**src/rtl/gpio_bank_pkg.sv**
```systemverilog
// Shared constants and types for the GPIO bank.
// Assumes a 32-bit bus word and at most 8 pins, so slew bits fit in [23:16].
package gpio_bank_pkg;
    localparam int GB_PINS   = 8;
    localparam int GB_FUNC_W = 4;
    localparam int GB_PULL_W = 2;
    localparam int GB_DRV_W  = 2;
    localparam int GB_SLEW_LSB = 16;
    localparam int GB_BUS_W  = 32;
    localparam int GB_ADDR_W = 4;

    typedef enum logic [1:0] {
        REG_FUNC = 2'd0,
        REG_DATA = 2'd1,
        REG_PULL = 2'd2,
        REG_DRIVE = 2'd3
    } gb_reg_e;

    localparam logic [GB_FUNC_W-1:0] FN_INPUT  = 4'h0;
    localparam logic [GB_FUNC_W-1:0] FN_OUTPUT = 4'h1;
    localparam logic [GB_PULL_W-1:0] PULL_DOWN = 2'b01;
    localparam logic [GB_PULL_W-1:0] PULL_UP   = 2'b11;
endpackage

```
**src/rtl/gpio_in_sync.sv**
```systemverilog
// Two-flop synchronizer for the asynchronous pad inputs.
// Assumes each bit is an independent level, so no bus coherency is needed.
module gpio_in_sync #(
    parameter int WIDTH = 8
) (
    input  logic             clk,
    input  logic             rst_n,
    input  logic [WIDTH-1:0] async_in,
    output logic [WIDTH-1:0] sync_out
);
    logic [WIDTH-1:0] stage1_q;
    logic [WIDTH-1:0] stage2_q;

    // Shift the pad levels through two flops to settle metastability.
    always_ff @(posedge clk) begin
        if (!rst_n) begin
            stage1_q <= '0;
            stage2_q <= '0;
        end else begin
            stage1_q <= async_in;
            stage2_q <= stage1_q;
        end
    end

    assign sync_out = stage2_q;
endmodule

```
**src/rtl/gpio_pin_ctrl.sv**
```systemverilog
// Per-pin decode: turns one pin's fields into pad controls and its data read bit.
// Assumes function codes other than output mean "hold as input".
module gpio_pin_ctrl
    import gpio_bank_pkg::*;
(
    input  logic [GB_FUNC_W-1:0] func_code,
    input  logic                 out_bit,
    input  logic [GB_PULL_W-1:0] pull_code,
    input  logic [GB_DRV_W-1:0]  drv_code,
    input  logic                 slew_bit,
    input  logic                 pad_sync,
    output logic                 oe,
    output logic                 out_lvl,
    output logic                 pu_en,
    output logic                 pd_en,
    output logic [GB_DRV_W-1:0]  drv,
    output logic                 slew,
    output logic                 rd_bit
);
    // Decode direction, pulls and the data read source for this pin.
    always_comb begin
        oe      = (func_code == FN_OUTPUT);
        out_lvl = out_bit;
        pu_en   = (pull_code == PULL_UP);
        pd_en   = (pull_code == PULL_DOWN);
        drv     = drv_code;
        slew    = slew_bit;
        rd_bit  = oe ? out_bit : pad_sync;
    end
endmodule

```
**src/rtl/gpio_bank_regs.sv**
```systemverilog
// Register file for the GPIO bank: write decode, storage and registered read mux.
// Assumes one access per cycle; address bits [1:0] are ignored.
module gpio_bank_regs
    import gpio_bank_pkg::*;
#(
    parameter int NUM_PINS = GB_PINS
) (
    input  logic                          clk,
    input  logic                          rst_n,
    input  logic                          bus_sel,
    input  logic                          bus_wr,
    input  logic [GB_ADDR_W-1:0]          bus_addr,
    input  logic [GB_BUS_W-1:0]           bus_wdata,
    input  logic [NUM_PINS-1:0]           data_view,
    output logic [GB_BUS_W-1:0]           bus_rdata,
    output logic [NUM_PINS*GB_FUNC_W-1:0] func_q,
    output logic [NUM_PINS-1:0]           data_q,
    output logic [NUM_PINS*GB_PULL_W-1:0] pull_q,
    output logic [NUM_PINS*GB_DRV_W-1:0]  drv_q,
    output logic [NUM_PINS-1:0]           slew_q
);
    localparam int FUNC_BITS = NUM_PINS * GB_FUNC_W;
    localparam int PULL_BITS = NUM_PINS * GB_PULL_W;
    localparam int DRV_BITS  = NUM_PINS * GB_DRV_W;

    gb_reg_e reg_idx;
    logic    wr_en;
    logic    rd_en;
    logic [GB_BUS_W-1:0] rd_word;
    logic    unused_addr_lsb;

    assign reg_idx = gb_reg_e'(bus_addr[3:2]);
    assign wr_en   = bus_sel && bus_wr;
    assign rd_en   = bus_sel && !bus_wr;
    assign unused_addr_lsb = ^bus_addr[1:0];

    // Update the function-select register on a matching write.
    always_ff @(posedge clk) begin
        if (!rst_n) begin
            func_q <= '0;
        end else if (wr_en && reg_idx == REG_FUNC) begin
            func_q <= bus_wdata[FUNC_BITS-1:0];
        end
    end

    // Update the output data register on a matching write.
    always_ff @(posedge clk) begin
        if (!rst_n) begin
            data_q <= '0;
        end else if (wr_en && reg_idx == REG_DATA) begin
            data_q <= bus_wdata[NUM_PINS-1:0];
        end
    end

    // Update the pull register on a matching write.
    always_ff @(posedge clk) begin
        if (!rst_n) begin
            pull_q <= '0;
        end else if (wr_en && reg_idx == REG_PULL) begin
            pull_q <= bus_wdata[PULL_BITS-1:0];
        end
    end

    // Update drive codes and slew bits on a drive-register write.
    always_ff @(posedge clk) begin
        if (!rst_n) begin
            drv_q  <= '0;
            slew_q <= '0;
        end else if (wr_en && reg_idx == REG_DRIVE) begin
            drv_q  <= bus_wdata[DRV_BITS-1:0];
            slew_q <= bus_wdata[GB_SLEW_LSB +: NUM_PINS];
        end
    end

    // Assemble the selected register word with unoccupied bits at zero.
    always_comb begin
        rd_word = '0;
        case (reg_idx)
            REG_FUNC:  rd_word[FUNC_BITS-1:0] = func_q;
            REG_DATA:  rd_word[NUM_PINS-1:0]  = data_view;
            REG_PULL:  rd_word[PULL_BITS-1:0] = pull_q;
            REG_DRIVE: begin
                rd_word[DRV_BITS-1:0]              = drv_q;
                rd_word[GB_SLEW_LSB +: NUM_PINS]   = slew_q;
            end
            default:   rd_word = '0;
        endcase
    end

    // Capture read data only when a read is requested.
    always_ff @(posedge clk) begin
        if (!rst_n) begin
            bus_rdata <= '0;
        end else if (rd_en) begin
            bus_rdata <= rd_word;
        end
    end
endmodule

```
**src/rtl/gpio_bank.sv**
```systemverilog
// Top of the eight-pin GPIO bank: registers, input synchronizer and per-pin decode.
// Assumes pad_in is asynchronous and every bus input is synchronous to clk.
module gpio_bank
    import gpio_bank_pkg::*;
#(
    parameter int NUM_PINS = GB_PINS
) (
    input  logic                         clk,
    input  logic                         rst_n,
    input  logic                         bus_sel,
    input  logic                         bus_wr,
    input  logic [GB_ADDR_W-1:0]         bus_addr,
    input  logic [GB_BUS_W-1:0]          bus_wdata,
    output logic [GB_BUS_W-1:0]          bus_rdata,
    input  logic [NUM_PINS-1:0]          pad_in,
    output logic [NUM_PINS-1:0]          pad_oe,
    output logic [NUM_PINS-1:0]          pad_out,
    output logic [NUM_PINS-1:0]          pad_pu_en,
    output logic [NUM_PINS-1:0]          pad_pd_en,
    output logic [NUM_PINS*GB_DRV_W-1:0] pad_drv,
    output logic [NUM_PINS-1:0]          pad_slew
);
    logic [NUM_PINS*GB_FUNC_W-1:0] func_q;
    logic [NUM_PINS-1:0]           data_q;
    logic [NUM_PINS*GB_PULL_W-1:0] pull_q;
    logic [NUM_PINS*GB_DRV_W-1:0]  drv_q;
    logic [NUM_PINS-1:0]           slew_q;
    logic [NUM_PINS-1:0]           pad_sync;
    logic [NUM_PINS-1:0]           data_view;

    gpio_bank_regs #(.NUM_PINS(NUM_PINS)) u_regs (
        .clk       (clk),
        .rst_n     (rst_n),
        .bus_sel   (bus_sel),
        .bus_wr    (bus_wr),
        .bus_addr  (bus_addr),
        .bus_wdata (bus_wdata),
        .data_view (data_view),
        .bus_rdata (bus_rdata),
        .func_q    (func_q),
        .data_q    (data_q),
        .pull_q    (pull_q),
        .drv_q     (drv_q),
        .slew_q    (slew_q)
    );

    gpio_in_sync #(.WIDTH(NUM_PINS)) u_sync (
        .clk      (clk),
        .rst_n    (rst_n),
        .async_in (pad_in),
        .sync_out (pad_sync)
    );

    for (genvar p = 0; p < NUM_PINS; p++) begin : g_pin
        gpio_pin_ctrl u_pin (
            .func_code (func_q[p*GB_FUNC_W +: GB_FUNC_W]),
            .out_bit   (data_q[p]),
            .pull_code (pull_q[p*GB_PULL_W +: GB_PULL_W]),
            .drv_code  (drv_q[p*GB_DRV_W +: GB_DRV_W]),
            .slew_bit  (slew_q[p]),
            .pad_sync  (pad_sync[p]),
            .oe        (pad_oe[p]),
            .out_lvl   (pad_out[p]),
            .pu_en     (pad_pu_en[p]),
            .pd_en     (pad_pd_en[p]),
            .drv       (pad_drv[p*GB_DRV_W +: GB_DRV_W]),
            .slew      (pad_slew[p]),
            .rd_bit    (data_view[p])
        );
    end
endmodule

```
**config.mk**
```make
export PLATFORM = sky130hd
export DESIGN_NAME = gpio_bank
export DESIGN_NICKNAME = d
export VERILOG_FILES = /design/src/rtl/gpio_bank_pkg.sv /design/src/rtl/gpio_in_sync.sv /design/src/rtl/gpio_pin_ctrl.sv /design/src/rtl/gpio_bank_regs.sv /design/src/rtl/gpio_bank.sv
export SDC_FILE = /design/constraint.sdc
export NUM_CORES = 1
export LEC_CHECK = 0
export ABC_CLOCK_PERIOD_IN_PS = 4370
export BUFFER_PORTS_ARGS = -buffer_cell sky130_fd_sc_hd__buf_4
export CORE_UTILIZATION = 55
export CTS_BUF_LIST = sky130_fd_sc_hd__clkbuf_8
export DETAILED_ROUTE_END_ITERATION = 10
export PLACE_DENSITY = 0.85
export SLEW_MARGIN = 20
export SYNTH_ARGS = -nofsm -noshare
export SYNTH_HDL_FRONTEND = slang
export SYNTH_HIERARCHICAL = 1
export SYNTH_SLANG_ARGS = --single-unit
```
**constraint.sdc**
```tcl
create_clock -name clk -period 4.37 [get_ports clk]
set_input_delay 0.874 -clock clk [delete_from_list [all_inputs] [get_ports clk]]
set_output_delay 0.874 -clock clk [all_outputs]
set_load 0.05 [all_outputs]
```
==> results by group <==
STA
  – Final min period: 2.63 ns
  – Final Hold Fails: 0
  – Slew margin rel.: 0.257
  – Setup-failing EPs final: 0
  – RSZ-0062 raised after global routing: no
  – Hold slack: 0.439 ns
  – Pins over their slew limit: 0
  – Fmax: 381 MHz
  – Worst-Margin Slew: 1.11 ns
  – Period utilization: 0.601
  – Final WS setup: 1.74 ns
  – Setup tns final: 0 ns
  – Setup Skew: 0.0103 ns

Layout
  – Area grow syn2layout: 19.0%
  – # diodes: 0
  – End-of-flow core utilization: 0.687
  – Layout Nets: 758
  – Share of cells above drive strength 1: 0.267

Worst setup path
  – Critical path class: in2reg
  – Critical path buffers and inverters: 1
  – CP arrival: 2.99 ns
  – Crit path max-delay cell type: and3_1
  – Crit-path max FO: 24
  – Worst r2r src: u_regs/func_q[5]$_SDFFE_PN0P_
  – FF-to-FF End: u_regs/bus_rdata[1]$_SDFFE_PN0P_
  – Setup crit start kind: input port
  – CP endpoint kind: flip-flop
  – Worst-path cell chain: buf_4, ha_1, and3_1, nand2_1, a21boi_1
  – FF-to-FF setup slack: 2.72 ns
  – Slowest cell delay on critical path: 1.02 ns
  – CP required: 4.73 ns
  – Crit-path leading delay family: simple AND/OR/NAND/NOR gates
  – Reg2Reg Depth: 5

Placed design
  – RD Place Congestion: 0.875
  – Worst slack at placement: 1.41 ns
  – Post-DP HPWL: 9460 um
  – Number of port buffers: 133

Floorplan
  – Die Ht: 104 um
  – Initial Utilization: 0.577
  – Die span in x: 104 um
  – # IOs: 136
  – Rows: 36
  – Core box area: 9910 um2
  – Die Area: 10800 um2

Yosys
  – Post-synth EDFFs: 0
  – Most common cell in the netlist: nand2_1
  – Register bit total from synthesis: 128
  – Top FF cell, synth: dfxtp_1
  – Register area share after synthesis: 0.448
  – Most instantiated cells after synthesis: 160 x nand2_1, 128 x dfxtp_1, 67 x a21boi_1, 43 x buf_4, 25 x nor2b_1
  – Synth warn: 6
  – Post-synthesis area per instance: 9.17 um2
  – Post-synth ARST share: 0
  – Largest cells by area after synthesis: dfxtp_1 45%, nand2_1 11%, a21boi_1 8.8%, buf_4 5.6%, nor4b_4 3.3%
  – Synth area leader: dfxtp_1
  – Netlist Area Pre-Place: 5720 um2
  – Synth Net Count: 678
  – Share of the synthesized area in the top cell type: 0.448
  – Mapped Cells: 624
  – Number of library cell types mapped by synthesis: 29

Power
  – PD cells: 360 nW/um2
  – Sw Pwr: 607 uW
  – Power Internal: 1850 uW
  – Power share of the combinational group: 0.093
  – Sw frac: 0.247
  – Clk pwr share: 0.414
  – Leakage: 0.00272 uW
  – Worst IR drop on VDD: 0.000205 V
  – Sequential share of power: 0.493

Drt
  – Vias post-DR: 4726
  – Average routed wire per standard cell: 17.0 um
  – Routed Antenna Nets: 0
  – Drt total wl: 14400 um
  – Drt pass-1 iters: 8
  – Vias/cell: 5.57
  – Number of remaining DRC errors: 0
  – Initial drt markers: 386

Status
  – Outcome: finished, final reports clean

Min path
  – Hold EP: u_sync/sync_out[7]$_SDFF_PN0_
  – Hold path startpoint: u_sync/stage1_q[7]$_SDFF_PN0_
  – Hold-critical path depth: 1
  – Type of the most critical hold path: reg2reg

Global routing
  – Initial antenna violation count: 0
  – Gr usage total: 0.269
  – Largest net degree at the start of global routing: 130
  – Gr ovfl total: 0
  – Most crowded layer after global routing: met2
  – Vias in the first global route: 4601
  – Met3 global-route usage: 0.0670
  – Met2 usage: 0.462
  – First-pass GRT wire length: 23000 um
  – Met1 Usage GRT: 0.327

CTS
  – Clock Latency Late Sink: 0.43 ns
  – Post-CTS Setup Repair Bufs: 0
  – Post-CTS sizing: 0
  – CTS tree: built
  – H-tree depth: 4
  – Clk sink count: 128
  – Worst-path clk slew: 0.07 ns
  – Hold-fix buffers, CTS: 0
  – Clock root buffer: clkbuf_8
  – CTS Buf Count: 17
  – Clock buffer depth: 2

Flow run
  – Number of max-cap violations: 0
[power groups by stage]
stage	clock, uW	sequential [uW]	combinational, uW
after floorplan	0	1240	148
after global placement	0	1240	221
after detailed placement	0	1240	225
after CTS	1030	1210	226
after global routing	1090	1210	242
final	1020	1210	227
[layout by cell type, fill, tap and decap left out, types with 3 or more instances in the layout]
cell,netlist,layout
a21boi_1,67,67
dfxtp_1,128,128
a21boi_0,21,21
mux2i_1,8,8
a21oi_1,8,8
a222oi_1,8,8
a22oi_1,16,16
clkbuf_8,0,18
nand3_1,19,19
clkinvlp_4,0,4
and2_2,12,12
nor2b_1,25,25
ha_1,6,6
and3_1,3,3
clkinv_2,0,4
o21ai_0,8,8
bufinv_16,0,3
inv_1,10,12
a22o_1,8,8
mux2_1,8,8
nand2_1,160,160
buf_4,43,138
a221o_1,8,8
and2_1,12,12
nor4b_4,8,8
[cell type report]
cell class,instances,area (um2)
inverters,10,37.5
clock buffers,18,248
clock inverters,13,148
fillers,781,3100
repair buffers,138,1040
flip-flops and latches,128,2560
multi-input cells,409,2610
well taps,133,166
[flip-flops by register name, summed over array words and instances (netlist names)]
register          flops
u_sync/stage1_q       8
u_regs/slew_q         8
u_regs/pull_q        16
u_regs/data_q         8
u_regs/drv_q         16
u_regs/func_q        32
u_sync/sync_out       8
u_regs/bus_rdata     32
[stage by stage]
step	instances	instance area, um2	power, uW
global placement	818	6410	1460
floorplan	624	5720	1390
global route	849	6810	2540
finish	849	6810	2450
detailed placement	818	6410	1460
CTS	849	6810	2460
[worst max path at each step]
| stage | startpoint | endpoint | slack (ns) | depth (start not counted) |
|---|---|---|---|---|
| after floorplan | bus_addr[2] | u_regs/bus_rdata[13]$_SDFFE_PN0P_ | 2.40 | 7 |
| after detailed placement | bus_addr[2] | u_regs/slew_q[6]$_SDFFE_PN0P_ | 1.41 | 5 |
| after global placement | bus_addr[2] | u_regs/slew_q[7]$_SDFFE_PN0P_ | 1.45 | 5 |
| after global routing | bus_addr[2] | u_regs/slew_q[7]$_SDFFE_PN0P_ | 1.67 | 5 |
| after CTS | bus_addr[2] | u_regs/slew_q[7]$_SDFFE_PN0P_ | 1.84 | 5 |
| final | bus_addr[2] | u_regs/drv_q[10]$_SDFFE_PN0P_ | 1.74 | 5 |
[kinds of logic (layout without fill, tap and decap cells)]
| logic type | Yosys count | count (layout) | synth area share |
|---|---|---|---|
| simple gates | 243 | 243 | 0.223 |
| compound gates | 144 | 144 | 0.191 |
| flops | 128 | 128 | 0.448 |
| buf+inv | 87 | 179 | 0.0956 |
| mux | 16 | 16 | 0.0298 |
| fa+ha+maj | 6 | 6 | 0.0131 |
[per-layer routing]
layer,wire length [um],vias to the layer above
li1,-,2239
met1,5710,2234
met2,7240,240
met3,1350,13
met4,90,0
met5,0,-
No activity file was read; power rests on OpenSTA's default activity.
